--- src/rtl/stk_pkg.sv ---
package stk_pkg;
  typedef enum logic [1:0] {
    OP_NAND = 2'b00,
    OP_SHR  = 2'b01,
    OP_LIT  = 2'b10,
    OP_CST  = 2'b11
  } op_e;

  typedef enum logic {
    ST_FETCH = 1'b0,
    ST_EXEC  = 1'b1
  } state_e;

  localparam int unsigned OP_W = 2;
endpackage

--- src/rtl/stk_slot_sel.sv ---
module stk_slot_sel
  import stk_pkg::*;
#(
  parameter int unsigned DW     = 32,
  parameter int unsigned SLOTS  = DW / OP_W,
  parameter int unsigned SLOT_W = $clog2(SLOTS)
) (
  input  logic [DW-1:0]     ir_i,
  input  logic [SLOT_W-1:0] slot_i,
  output op_e               op_o
);
  logic [OP_W-1:0] slot_codes [SLOTS];

  for (genvar g = 0; g < SLOTS; g++) begin : g_slot
    assign slot_codes[g] = ir_i[g*OP_W +: OP_W];
  end

  assign op_o = op_e'(slot_codes[slot_i]);
endmodule

--- src/rtl/stk_alu.sv ---
module stk_alu
  import stk_pkg::*;
#(
  parameter int unsigned DW = 32
) (
  input  op_e           op_i,
  input  logic [DW-1:0] t_i,
  input  logic [DW-1:0] n_i,
  output logic [DW-1:0] res_o
);
  always_comb begin
    unique case (op_i)
      OP_NAND: res_o = ~(t_i & n_i);
      OP_SHR:  res_o = {1'b0, t_i[DW-1:1]};
      default: res_o = t_i;
    endcase
  end
endmodule

--- src/rtl/stk_spill.sv ---
module stk_spill #(
  parameter int unsigned DW    = 32,
  parameter int unsigned DEPTH = 16,
  parameter int unsigned PTR_W = $clog2(DEPTH)
) (
  input  logic          clk_i,
  input  logic          rst_ni,
  input  logic          push_i,
  input  logic          pop1_i,
  input  logic          pop3_i,
  input  logic [DW-1:0] din_i,
  output logic [DW-1:0] s0_o,
  output logic [DW-1:0] s1_o,
  output logic [DW-1:0] s2_o
);
  logic [DW-1:0]    ent_q [DEPTH];
  logic [PTR_W-1:0] ptr_q;
  logic [PTR_W-1:0] ptr_inc;

  assign ptr_inc = ptr_q + PTR_W'(1);
  // pointer arithmetic wraps; DEPTH is a power of two
  assign s0_o = ent_q[ptr_q];
  assign s1_o = ent_q[ptr_q - PTR_W'(1)];
  assign s2_o = ent_q[ptr_q - PTR_W'(2)];

  always_ff @(posedge clk_i or negedge rst_ni) begin
    if (!rst_ni) begin
      ptr_q <= '0;
      for (int i = 0; i < DEPTH; i++) ent_q[i] <= '0;
    end else if (push_i) begin
      ent_q[ptr_inc] <= din_i;
      ptr_q          <= ptr_inc;
    end else if (pop1_i) begin
      ptr_q <= ptr_q - PTR_W'(1);
    end else if (pop3_i) begin
      ptr_q <= ptr_q - PTR_W'(3);
    end
  end
endmodule

--- src/rtl/stk_min_core.sv ---
module stk_min_core
  import stk_pkg::*;
#(
  parameter int unsigned       DW       = 32,
  parameter int unsigned       DEPTH    = 16,
  parameter logic [DW-1:0]     RESET_PC = '0,
  parameter logic [DW-1:0]     PC_LOC   = '1
) (
  input  logic          clk_i,
  input  logic          rst_ni,
  output logic [DW-1:0] mem_addr_o,
  input  logic [DW-1:0] mem_rdata_i,
  output logic          mem_we_o,
  output logic [DW-1:0] mem_wdata_o
);
  localparam int unsigned SLOTS  = DW / OP_W;
  localparam int unsigned SLOT_W = $clog2(SLOTS);

  state_e            state_q;
  logic [DW-1:0]     pc_q, nxt_q, ir_q, t_q, n_q;
  logic [SLOT_W-1:0] slot_q;

  op_e           op_w;
  logic [DW-1:0] alu_res;
  logic [DW-1:0] s0, s1, s2;
  logic          is_exec, is_lit, is_nand, is_cst;
  logic          flag_zero, flag_ones, jump_w, last_slot;
  logic [DW-1:0] nxt_d;

  stk_slot_sel #(.DW(DW), .SLOTS(SLOTS), .SLOT_W(SLOT_W)) u_slot (
    .ir_i   (ir_q),
    .slot_i (slot_q),
    .op_o   (op_w)
  );

  stk_alu #(.DW(DW)) u_alu (
    .op_i  (op_w),
    .t_i   (t_q),
    .n_i   (n_q),
    .res_o (alu_res)
  );

  stk_spill #(.DW(DW), .DEPTH(DEPTH)) u_spill (
    .clk_i  (clk_i),
    .rst_ni (rst_ni),
    .push_i (is_lit),
    .pop1_i (is_nand),
    .pop3_i (is_cst),
    .din_i  (n_q),
    .s0_o   (s0),
    .s1_o   (s1),
    .s2_o   (s2)
  );

  assign is_exec   = (state_q == ST_EXEC);
  assign is_lit    = is_exec && (op_w == OP_LIT);
  assign is_nand   = is_exec && (op_w == OP_NAND);
  assign is_cst    = is_exec && (op_w == OP_CST);
  assign flag_zero = (t_q == '0);
  assign flag_ones = (t_q == '1);
  assign jump_w    = is_cst && flag_ones && (s0 == PC_LOC);
  assign last_slot = (slot_q == SLOT_W'(SLOTS - 1));
  assign nxt_d     = nxt_q + DW'(is_lit);

  always_comb begin
    if (!is_exec)    mem_addr_o = pc_q;
    else if (is_cst) mem_addr_o = s0;
    else             mem_addr_o = nxt_q;
  end

  assign mem_we_o    = is_cst && flag_zero;
  assign mem_wdata_o = n_q;

  always_ff @(posedge clk_i or negedge rst_ni) begin
    if (!rst_ni) begin
      state_q <= ST_FETCH;
      pc_q    <= RESET_PC;
      nxt_q   <= RESET_PC;
      ir_q    <= '0;
      slot_q  <= '0;
      t_q     <= '0;
      n_q     <= '0;
    end else if (!is_exec) begin
      ir_q    <= mem_rdata_i;
      nxt_q   <= pc_q + DW'(1);
      slot_q  <= '0;
      state_q <= ST_EXEC;
    end else begin
      unique case (op_w)
        OP_LIT: begin
          t_q <= mem_rdata_i;
          n_q <= t_q;
        end
        OP_NAND: begin
          t_q <= alu_res;
          n_q <= s0;
        end
        OP_SHR: t_q <= alu_res;
        OP_CST: begin
          t_q <= s1;
          n_q <= s2;
        end
        default: ;
      endcase
      nxt_q <= nxt_d;
      if (jump_w) begin
        pc_q    <= n_q;
        state_q <= ST_FETCH;
      end else if (last_slot) begin
        pc_q    <= nxt_d;
        state_q <= ST_FETCH;
      end else begin
        slot_q <= slot_q + SLOT_W'(1);
      end
    end
  end
endmodule

--- config.mk ---
export PLATFORM = sky130hd
export DESIGN_NAME = stk_min_core
export DESIGN_NICKNAME = d
export VERILOG_FILES = /design/src/rtl/stk_pkg.sv /design/src/rtl/stk_slot_sel.sv /design/src/rtl/stk_alu.sv /design/src/rtl/stk_spill.sv /design/src/rtl/stk_min_core.sv
export SDC_FILE = /design/constraint.sdc
export NUM_CORES = 2
export LEC_CHECK = 0
export BUFFER_PORTS_ARGS = -buffer_cell sky130_fd_sc_hd__clkbuf_2
export CORE_MARGIN = 4
export CORE_UTILIZATION = 25
export CTS_BUF_LIST = sky130_fd_sc_hd__clkbuf_16
export DETAILED_ROUTE_END_ITERATION = 10
export PLACE_DENSITY_LB_ADDON = 0.12
export SLEW_MARGIN = 10
export SYNTH_ARGS = -nofsm -noshare
export SYNTH_HDL_FRONTEND = slang
export SYNTH_SLANG_ARGS = --single-unit
--- constraint.sdc ---
create_clock -name clk_i -period 6.8 [get_ports clk_i]
set_input_delay 0.68 -clock clk_i [delete_from_list [all_inputs] [get_ports clk_i]]
set_output_delay 0.68 -clock clk_i [all_outputs]
set_load 0.01 [all_outputs]
==> After elaboration in Yosys (flattened, before gate mapping) <==
Index checks and enable logic that the tools add are counted.
{ "classes": {"n_lt_le_gt_ge": 6, "shifts": 0, "reduce_logical": 16, "multipliers": 0, "n_addsub": 7, "bitwise": 7, "muxes": 32, "eq_ne": 8, "n_div": 0} }
{ "op_table": {"columns": ["operator", "count"], "rows": [
  ["$bwmux W512", 1],
  ["$mux W32", 13],
  ["$bmux W32 S4", 3],
  ["$pmux W32 S3", 2],
  ["$demux W32 S4", 1],
  ["$eq A32 B32 Y1 const B", 2],
  ["$add A32 B1 Y32", 1],
  ["$add A32 B1 Y32 const B", 1],
  ["$and A32 B32 Y32", 1],
  ["$logic_not A32 Y1", 1],
  ["$not A32 Y32", 1],
  ["$ge A5 B5 Y1 const B", 5],
  ["$not A4 Y5", 5],
  ["$mux W4", 6],
  ["$add A4 B1 Y4 const B", 2],
  ["$bmux W2 S4", 1],
  ["$sub A4 B2 Y4 const B", 2],
  ["$logic_and A1 B1 Y1", 7],
  ["$reduce_and A2 Y1", 3],
  ["$reduce_bool A3 Y1", 2],
  ["$lt A5 B1 Y1 const B", 1],
  ["$eq A2 B2 Y1 const B", 2],
  ["$eq A4 B4 Y1 const B", 1],
  ["$mux W2", 2],
  ["7 further kinds", 10]
]} }
{ "totals": {"inputBits": 34, "n_memories": 0, "reg_bits": 681, "ram_bits": 0, "latchBits": 0, "out_inout_bits": 65, "elab_cells": 100, "romBits": 0} }

==> Logic depth before layout (Yosys ltp) <==
{ "depth": {"ltp_word": 10, "depth_mapped": 23, "ltp_nobuf": 19} }

==> Cells and area by module <==
Synthesis repeated with hierarchy kept, for this count alone.
{ "unflattened": {"cells_unflattened": 3213, "hier_area_um2": 42241.8} }
{ "by_module_without_submodules": {"columns": ["mod", "instances", "area_per_inst_um2", "seq_area_each_um2", "cells_each"], "rows": [
  ["stk_spill", 1, 31168.6, 12912.4, 2002],
  ["stk_min_core", 1, 9754.4, 4129.0, 1051],
  ["stk_alu", 1, 1049.8, 0.0, 139],
  ["stk_slot_sel", 1, 269.0, 0.0, 21]
]} }

==> Worst setup path before layout <==
Ideal clock, no wire load.
{ "synth_path": {"path_kind": "register -> register", "from": "register slot_q[0]", "to": "register pc_q[30]", "path_buffers": 4, "path_slack_ps": 1799, "arrival_ps": 4874, "synth_period_minus_slack_ps": 5001, "setup_time_ps": 128, "path_stages_with_launch": 22, "required_ps": 6672, "cell_sequence": "dfrtp_1 clkbuf_1 buf_1 mux2i_1 a311oi_1 o21ai_0 and2_1 inv_1 ha_1 and2_1 clkbuf_1 clkbuf_1 ha_1 ha_1 nand4_1 nor4_1 nand3_1 nor2_1 nand4_1 xor2_1 o21ai_0 mux2_1"} }
{ "synth_between": {"elab_chain_len": 10, "word_cells_on_any_way": 16, "classes_between": "add/sub: 1; eq/ne: 3; mux: 5; bitwise: 1; reduce/logical: 6"} }
{ "synth_lines": {"columns": ["item", "line_no", "source"], "rows": [
  ["from (decl)", "stk_min_core.sv:21", "logic [SLOT_W-1:0] slot_q;"],
  ["from (signal assigned)", "stk_min_core.sv:113", "slot_q <= slot_q + SLOT_W'(1);"],
  ["branches (longest 10 deep; another with $add A32 B1 Y32)", null, null],
  ["to (signal assigned)", "stk_min_core.sv:107", "pc_q <= n_q;"],
  ["to (signal assigned)", "stk_min_core.sv:110", "pc_q <= nxt_d;"],
  ["to (decl)", "stk_min_core.sv:20", "logic [DW-1:0] pc_q, nxt_q, ir_q, t_q, n_q;"]
]} }
Several ways; the timed one is not identified. The select of a mux whose other input is x is not followed.
A chain may end at the register's enable or synchronous reset.

==> Worst setup path after layout <==
{ "layout_path": {"from": "register slot_q[0]", "to": "output mem_we_o"} }
{ "layout_between": {"elab_chain_len": 7} }
{ "layout_lines": {"columns": ["item", "line_no", "source"], "rows": [
  ["$not A4 Y5 (not written as such)", "stk_slot_sel.sv:18", "assign op_o = op_e'(slot_codes[slot_i]);"],
  ["$bmux W2 S4", "stk_slot_sel.sv:18", null],
  ["$mux W2 (not written as such) (2 in a row)", "stk_slot_sel.sv:18", null],
  ["$eq A2 B2 Y1", "stk_min_core.sv:58", "assign is_cst = is_exec && (op_w == OP_CST);"],
  ["$logic_and A1 B1 Y1", "stk_min_core.sv:58", null],
  ["$logic_and A1 B1 Y1", "stk_min_core.sv:71", "assign mem_we_o = is_cst && flag_zero;"],
  ["to (decl)", "stk_min_core.sv:13", "output logic mem_we_o,"]
]} }
No other way between the ends. The select of a mux whose other input is x is not followed.

==> summary.txt <==
Setup path
  – Slowest stage delay, CP: 0.86 ns
  – Worst R2R Path Depth: 13
  – Reg2reg setup slack: 1.94 ns
  – Critical Path Fanout Max: 37
  – Critical Path End Type: primary output
  – Worst R2R Start: slot_q[0]
  – CP max-delay cell: nor4_1
  – Worst Path Required: 6.12 ns
  – Critical Path Source Type: register
  – WS Path Type: register to primary output
  – Arr. time, crit path: 4.60 ns
  – Critical-path cell list: mux2i_1 > a311oi_1 > o21ai_0 > and2_1 > inv_1 > ha_4 > nand2_1 > nor4_1 > clkbuf_2
  – FF-to-FF End: pc_q[25]

Timing
  – RSZ-0062 raised after global routing: false
  – Worst slew pin tran: 1.14 ns
  – Fmax: 189 MHz
  – Clock skew: 0.0201 ns
  – # setup viols final: 0
  – Fin crit share: 77.7%
  – Max Slew Vio Count: 0
  – Min Tclk post-route: 5.28 ns
  – Rel. slew slack: 23.5%
  – Final hold vios: 0
  – Setup_tns: 0 ns
  – Final setup margin: 1.52 ns

Logic synthesis
  – Sequential-to-total area share from yosys stat: 41.1%
  – Dominant synthesized flop cell: dfrtp_1
  – Synth Net Count: 3,187
  – Post-synth EDFFs: 0
  – Flop and latch count out of synthesis: 681
  – Synth warn: 0
  – Yosys cell types: 50
  – Async SR Flop Fraction: 100%
  – Mean Syn Cell Area: 13.2 um^2
  – Synthesized area: 41,500 um^2
  – Cells after Synth: 3,134

Min path
  – Hold depth: 2
  – Hold Path End: ir_q[26]
  – Hold_sp: mem_rdata_i[26]
  – Hold/Removal Path Class: primary input to register

Detailed routing
  – Routed length per instance: 29.4 um
  – TritonRoute pass-1 iters: 5
  – DR vias/cell: 5.36
  – Final WL: 157 mm
  – Initial DRC Count: 2,692
  – DRC violation count after routing: 0
  – Routed Antenna Nets: 0
  – Via Count: 28,700

Place
  – Dpl cell area: 44,500 um^2
  – DP HPWL: 102 mm
  – DP Worst Slack: 1.94 ns
  – IO buf count: 98
  – Final GP Congestion: 0.815

Clock network
  – Htree depth: 3
  – CTS Buf Count: 85
  – CTS sink cnt: 681
  – Root buf cell: clkbuf_16
  – Cts repair resizes: 0
  – Clk_lat worst skew: 0.68 ns
  – CTS tree: built
  – Reg clk slew, reported paths: 0.06 ns
  – CTS max path bufs: 3

Cells and area
  – Layout Utilization: 28.6%
  – Fraction of layout cells with a size suffix above 1: 42.7%
  – Post-layout net count: 3,148
  – Commonest non-fill, non-tap cell in the layout: dfrtp_1
  – Layout area overhead: 13.5%
  – Final Instance Area: 47,100 um^2
  – Most frequent cells in the layout: dfrtp_1, mux2_2, mux4_2

Floorplanning
  – FP Rows: 149
  – Chip Width: 415 um
  – DIE AREA: 172,000 um^2
  – Initial Util: 25.2%
  – IO Pins: 99
  – Die Span Y: 415 um
  – Core Area: 165,000 um^2

Global routing
  – Grt ovf: 0
  – Initial antenna violation count: 7
  – Vias in the first global route: 29,300
  – Global-route wire length before repair: 230 mm
  – Largest net degree at the start of global routing: 155
  – Tot GR Track Use: 18.1%

Pwr
  – Leakage: 19.7 nW
  – Peak supply drop: 575 uV
  – Power Dens Cells: 470 nW/um^2

Flow run
  – Max Cap Viol: 0

Run status
  – Outcome: finished, final reports clean
[sequential cells by signal, indices dropped and copies added (netlist names)]
| signal | flops |
|---|---|
| u_spill.ent_q | 512 |
| is_exec | 1 |
| nxt_q | 32 |
| u_spill.ptr_q | 4 |
| ir_q | 32 |
| slot_q | 4 |
| pc_q | 32 |
| mem_wdata_o | 32 |
| t_q | 32 |
[how the worst max path moves through the flow]
stage | from | end | slack [ns] | depth (start not counted)
5_1_grt | slot_q[0] | mem_we_o | 1.26 | 9
3_5_place_dp | slot_q[0] | pc_q[28] | 1.94 | 13
2_1_floorplan | slot_q[0] | pc_q[30] | 1.80 | 21
3_3_place_gp | slot_q[0] | pc_q[19] | 1.88 | 13
4_1_cts | slot_q[0] | mem_we_o | 1.50 | 9
6_report | slot_q[0] | mem_we_o | 1.52 | 9
[timing repair]
action,in CTS,in global routing
setup buffers,0,0
hold buffers,1,0
hold endpoints to repair,54,0
[cells in the mapped netlist, types with 2 or more instances]
cell / count / area share, %
clkbuf_1: 141 / 1.3
buf_2: 109 / 1.3
nand3_1: 40 / 0.48
buf_1: 49 / 0.44
dfrtp_1: 681 / 41
nand4_1: 49 / 0.74
a31oi_1: 2 / 0.030
o21ai_0: 104 / 1.3
mux2_1: 7 / 0.19
a21o_1: 3 / 0.054
mux4_2: 426 / 23
nor2_1: 143 / 1.3
a311oi_1: 2 / 0.042
mux2_2: 577 / 16
or4_1: 2 / 0.036
a22oi_1: 73 / 1.3
ha_1: 19 / 0.57
nor4_1: 13 / 0.20
nor3_1: 8 / 0.097
a21oi_1: 140 / 1.7
o31ai_1: 2 / 0.036
nand2_1: 172 / 1.6
nand2b_1: 3 / 0.045
and3_1: 9 / 0.14
mux2i_1: 92 / 2.2
inv_1: 10 / 0.091
buf_6: 7 / 0.19
xor2_1: 39 / 0.82
xnor2_1: 31 / 0.65
o21ai_1: 3 / 0.036
a221oi_1: 31 / 0.65
o21ai_2: 6 / 0.13
and2_1: 8 / 0.12
nor2b_1: 38 / 0.57
a211oi_1: 67 / 1.2
buf_4: 14 / 0.25
[cell families after synthesis]
family	share of synthesized area, %
xor+xnor	1.48
flops	41.1
buf+inv	3.60
simple gates	5.41
compound gates	6.57
fa+ha+maj	0.573
mux	41.3
[where the power goes]
group	total [mW]	switching, mW	internal, mW
Combinational	10.7	5.77	4.94
Sequential	7.06	1.88	5.17
Clock	4.34	1.90	2.43
[cell type report]
class / instances / area (um^2)
clock buffers: 88 / 2200
flip-flops and latches: 681 / 17100
inverters: 12 / 45.0
fillers: 16900 / 118000
well taps: 2189 / 2740
clock inverters: 61 / 354
repair buffers: 195 / 1460
diodes: 4 / 10.0
multi-input cells: 2120 / 23200
[worst max-delay path, delay by kind of cell, from the launching register on]
kind                     cells  cell delay, ns
AND/OR/NAND/NOR              3            1.28
flip-flops                   1            0.84
adder cells (fa/ha/maj)      1            0.64
AO/OA/AOI/OAI                2            0.49
buffers and inverters        2            0.42
multiplexers                 1            0.16
[layer usage]
metal	up-vias	track usage [%]	wire (um)
met4	0	4.36	3410
met2	815	28.5	73000
li1	12000	-	-
met3	175	2.75	7390
met5	-	0	0
met1	15700	26.1	73400
[per-stage QoR]
step | power (mW) | instances | hold WS (ns)
final | 22.1 | 5350 | 0.266
after detailed placement | 18.0 | 5196 | 0.499
after floorplan | 13.5 | 3134 | 0.384
after global routing | 23.3 | 5348 | 0.249
after CTS | 22.4 | 5346 | 0.210
after global placement | 18.0 | 5196 | 0.496
Power figures use the tool's default switching activity.
